--- src/rtl/pred_guard_pkg.sv ---
package pred_guard_pkg;
  localparam int unsigned DEF_NUM_PRED = 64;
  localparam int unsigned DEF_LANES    = 2;
  localparam int unsigned DEF_OP_W     = 8;

  typedef struct packed {
    logic commit;
    logic squash;
  } lane_fate_t;

  function automatic lane_fate_t resolve_fate(input logic issued, input logic flag);
    lane_fate_t f;
    f.commit = issued & flag;
    f.squash = issued & ~flag;
    return f;
  endfunction
endpackage

--- src/rtl/pred_bank.sv ---
module pred_bank #(
  parameter int unsigned NUM_PRED = 64,
  localparam int unsigned IDX_W = $clog2(NUM_PRED)
) (
  input  logic                clk,
  input  logic                rst_n,
  input  logic                wr_en,
  input  logic [IDX_W-1:0]    wr_idx_a,
  input  logic [IDX_W-1:0]    wr_idx_b,
  input  logic                wr_cond,
  output logic [NUM_PRED-1:0] flags
);
  logic [NUM_PRED-1:0] flags_nxt;

  // entry 0 is hardwired true; others take target a over target b
  assign flags_nxt[0] = 1'b1;

  for (genvar k = 1; k < NUM_PRED; k++) begin : g_entry
    always_comb begin
      flags_nxt[k] = flags[k];
      if (wr_idx_b == IDX_W'(k)) flags_nxt[k] = ~wr_cond;
      if (wr_idx_a == IDX_W'(k)) flags_nxt[k] = wr_cond;
    end
  end

  always_ff @(posedge clk or negedge rst_n) begin
    if (!rst_n) begin
      flags <= {{(NUM_PRED-1){1'b0}}, 1'b1};
    end else if (wr_en) begin
      flags <= flags_nxt;
    end
  end
endmodule

--- src/rtl/pred_lane.sv ---
module pred_lane
  import pred_guard_pkg::*;
#(
  parameter int unsigned NUM_PRED = 64,
  parameter int unsigned OP_W     = 8,
  localparam int unsigned IDX_W = $clog2(NUM_PRED)
) (
  input  logic                clk,
  input  logic                rst_n,
  input  logic [NUM_PRED-1:0] flags,
  input  logic                cmp_valid,
  input  logic [IDX_W-1:0]    cmp_dst_a,
  input  logic [IDX_W-1:0]    cmp_dst_b,
  input  logic                cmp_cond,
  input  logic                iss_valid,
  input  logic [IDX_W-1:0]    iss_idx,
  input  logic [OP_W-1:0]     iss_op,
  output logic                out_valid,
  output logic                out_nullified,
  output logic [OP_W-1:0]     out_op
);
  logic       is_zero;
  logic       hit_a;
  logic       hit_b;
  logic       flag_now;
  lane_fate_t fate_nxt;

  // bypass the compare result when it targets the index being read
  always_comb begin
    is_zero = (iss_idx == '0);
    hit_a   = cmp_valid & (cmp_dst_a == iss_idx);
    hit_b   = cmp_valid & (cmp_dst_b == iss_idx);
    if (is_zero)    flag_now = 1'b1;
    else if (hit_a) flag_now = cmp_cond;
    else if (hit_b) flag_now = ~cmp_cond;
    else            flag_now = flags[iss_idx];
    fate_nxt = resolve_fate(iss_valid, flag_now);
  end

  always_ff @(posedge clk or negedge rst_n) begin
    if (!rst_n) begin
      out_valid     <= 1'b0;
      out_nullified <= 1'b0;
    end else begin
      out_valid     <= fate_nxt.commit;
      out_nullified <= fate_nxt.squash;
    end
  end

  always_ff @(posedge clk or negedge rst_n) begin
    if (!rst_n) begin
      out_op <= '0;
    end else if (iss_valid) begin
      out_op <= iss_op;
    end
  end
endmodule

--- src/rtl/pred_guard_unit.sv ---
module pred_guard_unit
  import pred_guard_pkg::*;
#(
  parameter int unsigned NUM_PRED = DEF_NUM_PRED,
  parameter int unsigned LANES    = DEF_LANES,
  parameter int unsigned OP_W     = DEF_OP_W,
  localparam int unsigned IDX_W = $clog2(NUM_PRED)
) (
  input  logic                    clk,
  input  logic                    rst_n,
  input  logic                    cmp_valid,
  input  logic [IDX_W-1:0]        cmp_dst_a,
  input  logic [IDX_W-1:0]        cmp_dst_b,
  input  logic                    cmp_cond,
  input  logic [LANES-1:0]        iss_valid,
  input  logic [LANES*IDX_W-1:0]  iss_pred,
  input  logic [LANES*OP_W-1:0]   iss_op,
  output logic [LANES-1:0]        out_valid,
  output logic [LANES-1:0]        out_nullified,
  output logic [LANES*OP_W-1:0]   out_op
);
  logic [NUM_PRED-1:0] pred_bits;

  pred_bank #(.NUM_PRED(NUM_PRED)) u_bank (
    .clk      (clk),
    .rst_n    (rst_n),
    .wr_en    (cmp_valid),
    .wr_idx_a (cmp_dst_a),
    .wr_idx_b (cmp_dst_b),
    .wr_cond  (cmp_cond),
    .flags    (pred_bits)
  );

  for (genvar l = 0; l < LANES; l++) begin : g_lane
    pred_lane #(.NUM_PRED(NUM_PRED), .OP_W(OP_W)) u_lane (
      .clk           (clk),
      .rst_n         (rst_n),
      .flags         (pred_bits),
      .cmp_valid     (cmp_valid),
      .cmp_dst_a     (cmp_dst_a),
      .cmp_dst_b     (cmp_dst_b),
      .cmp_cond      (cmp_cond),
      .iss_valid     (iss_valid[l]),
      .iss_idx       (iss_pred[l*IDX_W +: IDX_W]),
      .iss_op        (iss_op[l*OP_W +: OP_W]),
      .out_valid     (out_valid[l]),
      .out_nullified (out_nullified[l]),
      .out_op        (out_op[l*OP_W +: OP_W])
    );
  end
endmodule

--- config.mk ---
export PLATFORM = sky130hd
export DESIGN_NAME = pred_guard_unit
export DESIGN_NICKNAME = d
export VERILOG_FILES = /design/src/rtl/pred_guard_pkg.sv /design/src/rtl/pred_bank.sv /design/src/rtl/pred_lane.sv /design/src/rtl/pred_guard_unit.sv
export SDC_FILE = /design/constraint.sdc
export NUM_CORES = 1
export LEC_CHECK = 0
export ABC_AREA = 1
export ABC_CLOCK_PERIOD_IN_PS = 1350
export BUFFER_PORTS_ARGS = -buffer_cell sky130_fd_sc_hd__buf_2
export CORE_MARGIN = 2
export CORE_UTILIZATION = 50
export CTS_CLUSTER_SIZE = 12
export DETAILED_ROUTE_END_ITERATION = 16
export PLACE_DENSITY = 0.8
export SKIP_CTS_REPAIR_TIMING = 1
export SLEW_MARGIN = 40
export SYNTH_ARGS = -nofsm -noshare
export SYNTH_HDL_FRONTEND = slang
export SYNTH_SLANG_ARGS = --single-unit
--- constraint.sdc ---
create_clock -name clk -period 1.35 [get_ports clk]
set_input_delay 0.0675 -clock clk [delete_from_list [all_inputs] [get_ports clk]]
set_output_delay 0.0675 -clock clk [all_outputs]
set_load 0.01 [all_outputs]
; ---- After elaboration in Yosys (flattened, before gate mapping)
; Cells that the tools add are included.
[totals]
word_cells = 476
output_inout_bits = 20
in_bits = 46
regBits = 83
[op_classes]
n_bitwise = 11
n_reduce_logical = 128
magnitude_cmp = 2
n_mux = 136
n_eq_ne = 130
[ops]
columns = op, count
row1 = 6-bit equality test (second input constant), 64
row2 = 6-bit by 5-bit equality test with 1-bit output (second input constant), 32
row3 = 1-bit 2-to-1 mux, 134
row4 = 2-bit AND reduction, 63
row5 = 2-bit nonzero test, 63
row6 = 6-bit by 4-bit equality test with 1-bit output (second input constant), 16
row7 = 6-bit by 3-bit equality test with 1-bit output (second input constant), 8
row8 = 6-bit by 2-bit equality test with 1-bit output (second input constant), 4
row9 = 6-bit equality test, 4
row10 = 6-bit by 7-bit < comparator with 1-bit output (second input constant), 2
row11 = 1-bit binary-select mux with 6-bit select, 2
row12 = 6-bit by 1-bit equality test with 1-bit output (second input constant), 2
row13 = 6-bit zero test, 2
row14 = 1-bit AND, 8
row15 = 1-bit NOT, 3

; ---- Longest topological paths before layout
[logic_depth]
ltp_word = 7
mapped_depth = 15
depth_no_buf = 14

; ---- Cells and area by module
; A second synthesis with hierarchy kept.
[unflattened]
hier_cells = 1292
area_unflattened_um2 = 7332.0
[by_module_without_submodules]
columns = module, area_per_inst_um2, instances, cells_per_inst
row1 = pred_bank, 4829.6, 1, 832
row2 = pred_lane, 1251.2, 2, 230

; ---- Worst setup path after synthesis
; OpenSTA, ideal clock, no wires.
[synth_path]
path_type = in2reg
startpoint = in cmp_dst_a[2]
endpoint = reg u_bank.flags[1]
required_time_ps = 1225
n_path_buf = 1
arrival_ps = 1163
path_slack_ps = 62
path_stages = 7
setup_ps = 125
path_cell_list = buf_2 > nor2_2 > inv_1 > nor2_2 > nand2_1 > a21oi_1 > mux2_2
[synth_between]
elab_chain_cells = 3
elab_cells_between_ends = 4
[synth_rtl]
columns = item, line
row1 = from (decl), pred_guard_unit.sv:12  ; input logic [IDX_W-1:0] cmp_dst_a,
row2 = 6-bit by 1-bit equality test with 1-bit output (*), pred_bank.sv:22  ; if (wr_idx_a == IDX_W'(k)) flags_nxt[k] = wr_cond;
row3 = 2-bit nonzero test (no source line), --
row4 = 2-bit AND reduction (no source line), --
row5 = to (signal assigned), pred_bank.sv:28  ; flags <= {{(NUM_PRED-1){1'b0}}, 1'b1};
row6 = to (signal assigned), pred_bank.sv:30  ; flags <= flags_nxt;
row7 = to (decl), pred_bank.sv:11  ; output logic [NUM_PRED-1:0] flags
; Mark *: on every way between the ends. The rest lies on a longest branch, timed or not.
; A chain may end at the register's enable or synchronous reset.

==> flow_metrics.tcl <==
set metrics [dict create \
    cts_htree_levels 3 \
    seqPwrFrac_pct 36.4 \
    powerDensity_nw_per_um2 1060 \
    peakVddDrop_uv 710 \
    clk_latency_ns 0.36 \
    yosys_warnings 0 \
    rows 41 \
    drive_gt1_share_pct 25.2 \
    endpoint "g_lane[0].u_lane.out_nullified$_DFF_PN0_" \
    hold_viol 0 \
    cts.sinks 83 \
    fin_hold_ws_ns 0.0238 \
    die-area_sq_um 14100 \
    p_int_uw 5970 \
    synth_edf_count 0 \
    die_w_um 119 \
    fillers 1116 \
    worstSetupPathType "reg2reg" \
    worst_r2r_path_depth 11 \
    diodes 0 \
    wl_per_cell_um 19.2 \
    multi_input_area_sq_um 3940 \
    arrival_ns 1.82 \
    avgSynthCellArea_sq_um 6.51 \
    antenna_found_initial 0 \
    num-nets-final 1252 \
    syn-num-nets 1057 \
    slew_headroom_pct 66.5 \
    cap_violations 0 \
    final_cell_mix "nand2_1, buf_4, dfrtp_1" \
    path_clk_slew_ns 0.07 \
    synth_top_area_share_pct 31.6 \
    comb_power_share_pct 32.7 \
    p_switching_uw 3300 \
    core_sq_um 12700 \
    min_period_over_period_pct 114 \
    synth.yosys.seq_area_share_pct 31.6 \
    period_minus_slack_ns 1.53 \
    viasPerCell 5.57 \
    start_util_pct 51.7 \
    die_h_um 119 \
    cts_root_buf "clkbuf_16" \
    required_ns 1.64 \
    seq_area_sq_um 2080 \
    grt-ovfl-total 0 \
    setup_violations 4 \
    wl_mm 26.6 \
    synth_ff_type "dfrtp_1" \
    vias 7703 \
    drv_slew 0 \
    worstHoldPathType "in2reg" \
    crit_fanout 2 \
    cellLeakagePower_uw 0.00415 \
    gp_congestion 1.02 \
    grt_max_degree 44 \
    cp-end-kind "flop" \
    cts_buffers 9 \
    cts_tree "yes" \
    grt_pass1_vias 7142 \
    ys_top_cells_by_area "dfrtp_1, nand2_1, xor2_1" \
    drcViolationCount 0 \
    dr.pass1.iters 5 \
    drt_iter0_markers 1058 \
    status "complete, but fails checks" \
    dp_hpwl_mm 19.6 \
    cp-start-kind "flop" \
    ys_ff_latch 83 \
    tightest_slew_ns 0.502 \
    rsz0062_at_grt "yes" \
    num_io_pins 66 \
    grt_pass1_wl_mm 39.8 \
    async_reset_ff_share_pct 100 \
    final_util_pct 68.5 \
    yosysTopAreaCell "dfrtp_1" \
    final_common_cell "nand2_1" \
    rrSetupSlack_ns -0.18 \
    io_buffers 65 \
    finClkSkew_ns 0.00972 \
    clkPwrFrac_pct 30.9 \
    ant_nets 0 \
    fin_ws_ns -0.183 \
    cts_max_path_buffers 2 \
    violations "setup timing" \
    postSynthCellCount 1011 \
    regToRegStartpoint "u_bank.flags[36]$_DFFE_PN0P_" \
    yosysUniqueCellTypes 38 \
    hold_depth 3 \
    worstSetupStartpoint "u_bank.flags[36]$_DFFE_PN0P_" \
    grt_usage_pct 37.1 \
    fmax_ghz 0.652 \
    area_growth_pct 32.4 \
    swShare_pct 35.6 \
    synthesis.area_sq_um 6580 \
    reg2reg_to "g_lane[0].u_lane.out_nullified$_DFF_PN0_" \
    fin_tns_setup_ns -0.449 \
]
==> critical path: stages, from the launching register on <==
cell and delay, ns:
dfrtp_1 0.39, buf_6 0.12, or2_0 0.19, nand3_1 0.10
nand3_2 0.09, nand3_2 0.11, nand3_2 0.07, nand3_2 0.07
nand3_2 0.07, nand2_2 0.10, nand2_1 0.06, nor2_1 0.10
==> area by class of cell <==
class	instances	area share (%)
Tap cell	172	2.47
Multi-Input combinational cell	779	45.2
Timing Repair Buffer	234	20.4
Clock inverter	7	1.21
Clock buffer	9	2.58
Sequential cell	83	23.8
Inverter	99	4.32
==> cells in the mapped netlist, types with 2 or more instances <==
cell        n
nand2_1   360
nand3_1    85
dfrtp_1    83
inv_1      83
o21ai_0    72
xor2_1     64
a21oi_1    58
nor2_1     47
o21ai_1    26
buf_2      22
buf_4      12
inv_2      12
o22ai_1    10
mux2_2      9
nor2_2      9
clkbuf_1    6
a31o_1      5
buf_1       5
buf_6       5
nor2_4      5
o211ai_1    5
nand4_1     4
nor3_1      3
a31o_2      2
clkinv_1    2
inv_4       2
o21a_1      2
or2_0       2
xnor2_1     2
==> state kept, by name, summed over array words and instances (netlist names) <==
register                     cells
g_lane.u_lane.out_nullified      2
g_lane.u_lane.out_op            16
g_lane.u_lane.out_valid          2
u_bank.flags                    63
==> worst min-delay path by stage <==
stage                       from                                       end  slack, ns
floorplan                  rst_n  g_lane[0].u_lane.out_nullified$_DFF_PN0_      -0.23
global placement           rst_n              u_bank.flags[34]$_DFFE_PN0P_      -0.03
detailed placement         rst_n              u_bank.flags[34]$_DFFE_PN0P_      -0.04
CTS                        rst_n              u_bank.flags[36]$_DFFE_PN0P_      -0.42
global route        iss_valid[0]    g_lane[0].u_lane.out_op[2]$_DFFE_PN0P_       0.04
finish              iss_valid[0]    g_lane[0].u_lane.out_op[2]$_DFFE_PN0P_       0.02
==> power groups by stage <==
stage          registers, uW  clock network [uW]  logic (uW)
2_1_floorplan           3270                   0        1520
3_3_place_gp            3400                   0        2770
3_5_place_dp            3400                   0        2800
4_1_cts                 3360                2870        2820
5_1_grt                 3400                2960        3300
6_report                3370                2860        3030
==> layer usage <==
| metal | track usage, % | vias up | wire (um) |
|---|---|---|---|
| met3 | 5.65 | 92 | 2310 |
| met2 | 59.0 | 437 | 12200 |
| met1 | 49.1 | 3548 | 10800 |
| met4 | 18.2 | 0 | 1280 |
| met5 | 0 | - | 0 |
| li1 | - | 3626 | - |
==> stage by stage <==
stage	instances	area, sq um	setup WS (ns)	total power [uW]
finish	1383	8720	-0.183	9270
global route	1383	8720	-0.285	9670
detailed placement	1345	8070	-0.293	6200
floorplan	1011	6580	0.0622	4790
global placement	1345	8070	-0.290	6170
CTS	1361	8400	-0.247	9040
==> cells by family (layout without fill, tap and decap cells) <==
logic type | Yosys count | count (layout) | share of synthesized area [%]
AND/OR/NAND/NOR | 520 | 520 | 32.7
multiplexers | 10 | 10 | 1.71
AO/OA/AOI/OAI | 183 | 183 | 15.0
buffers and inverters | 149 | 349 | 10.2
XOR/XNOR | 66 | 66 | 8.78
flip-flops | 83 | 83 | 31.6
Note: power is estimated with default switching activity, not from simulation.
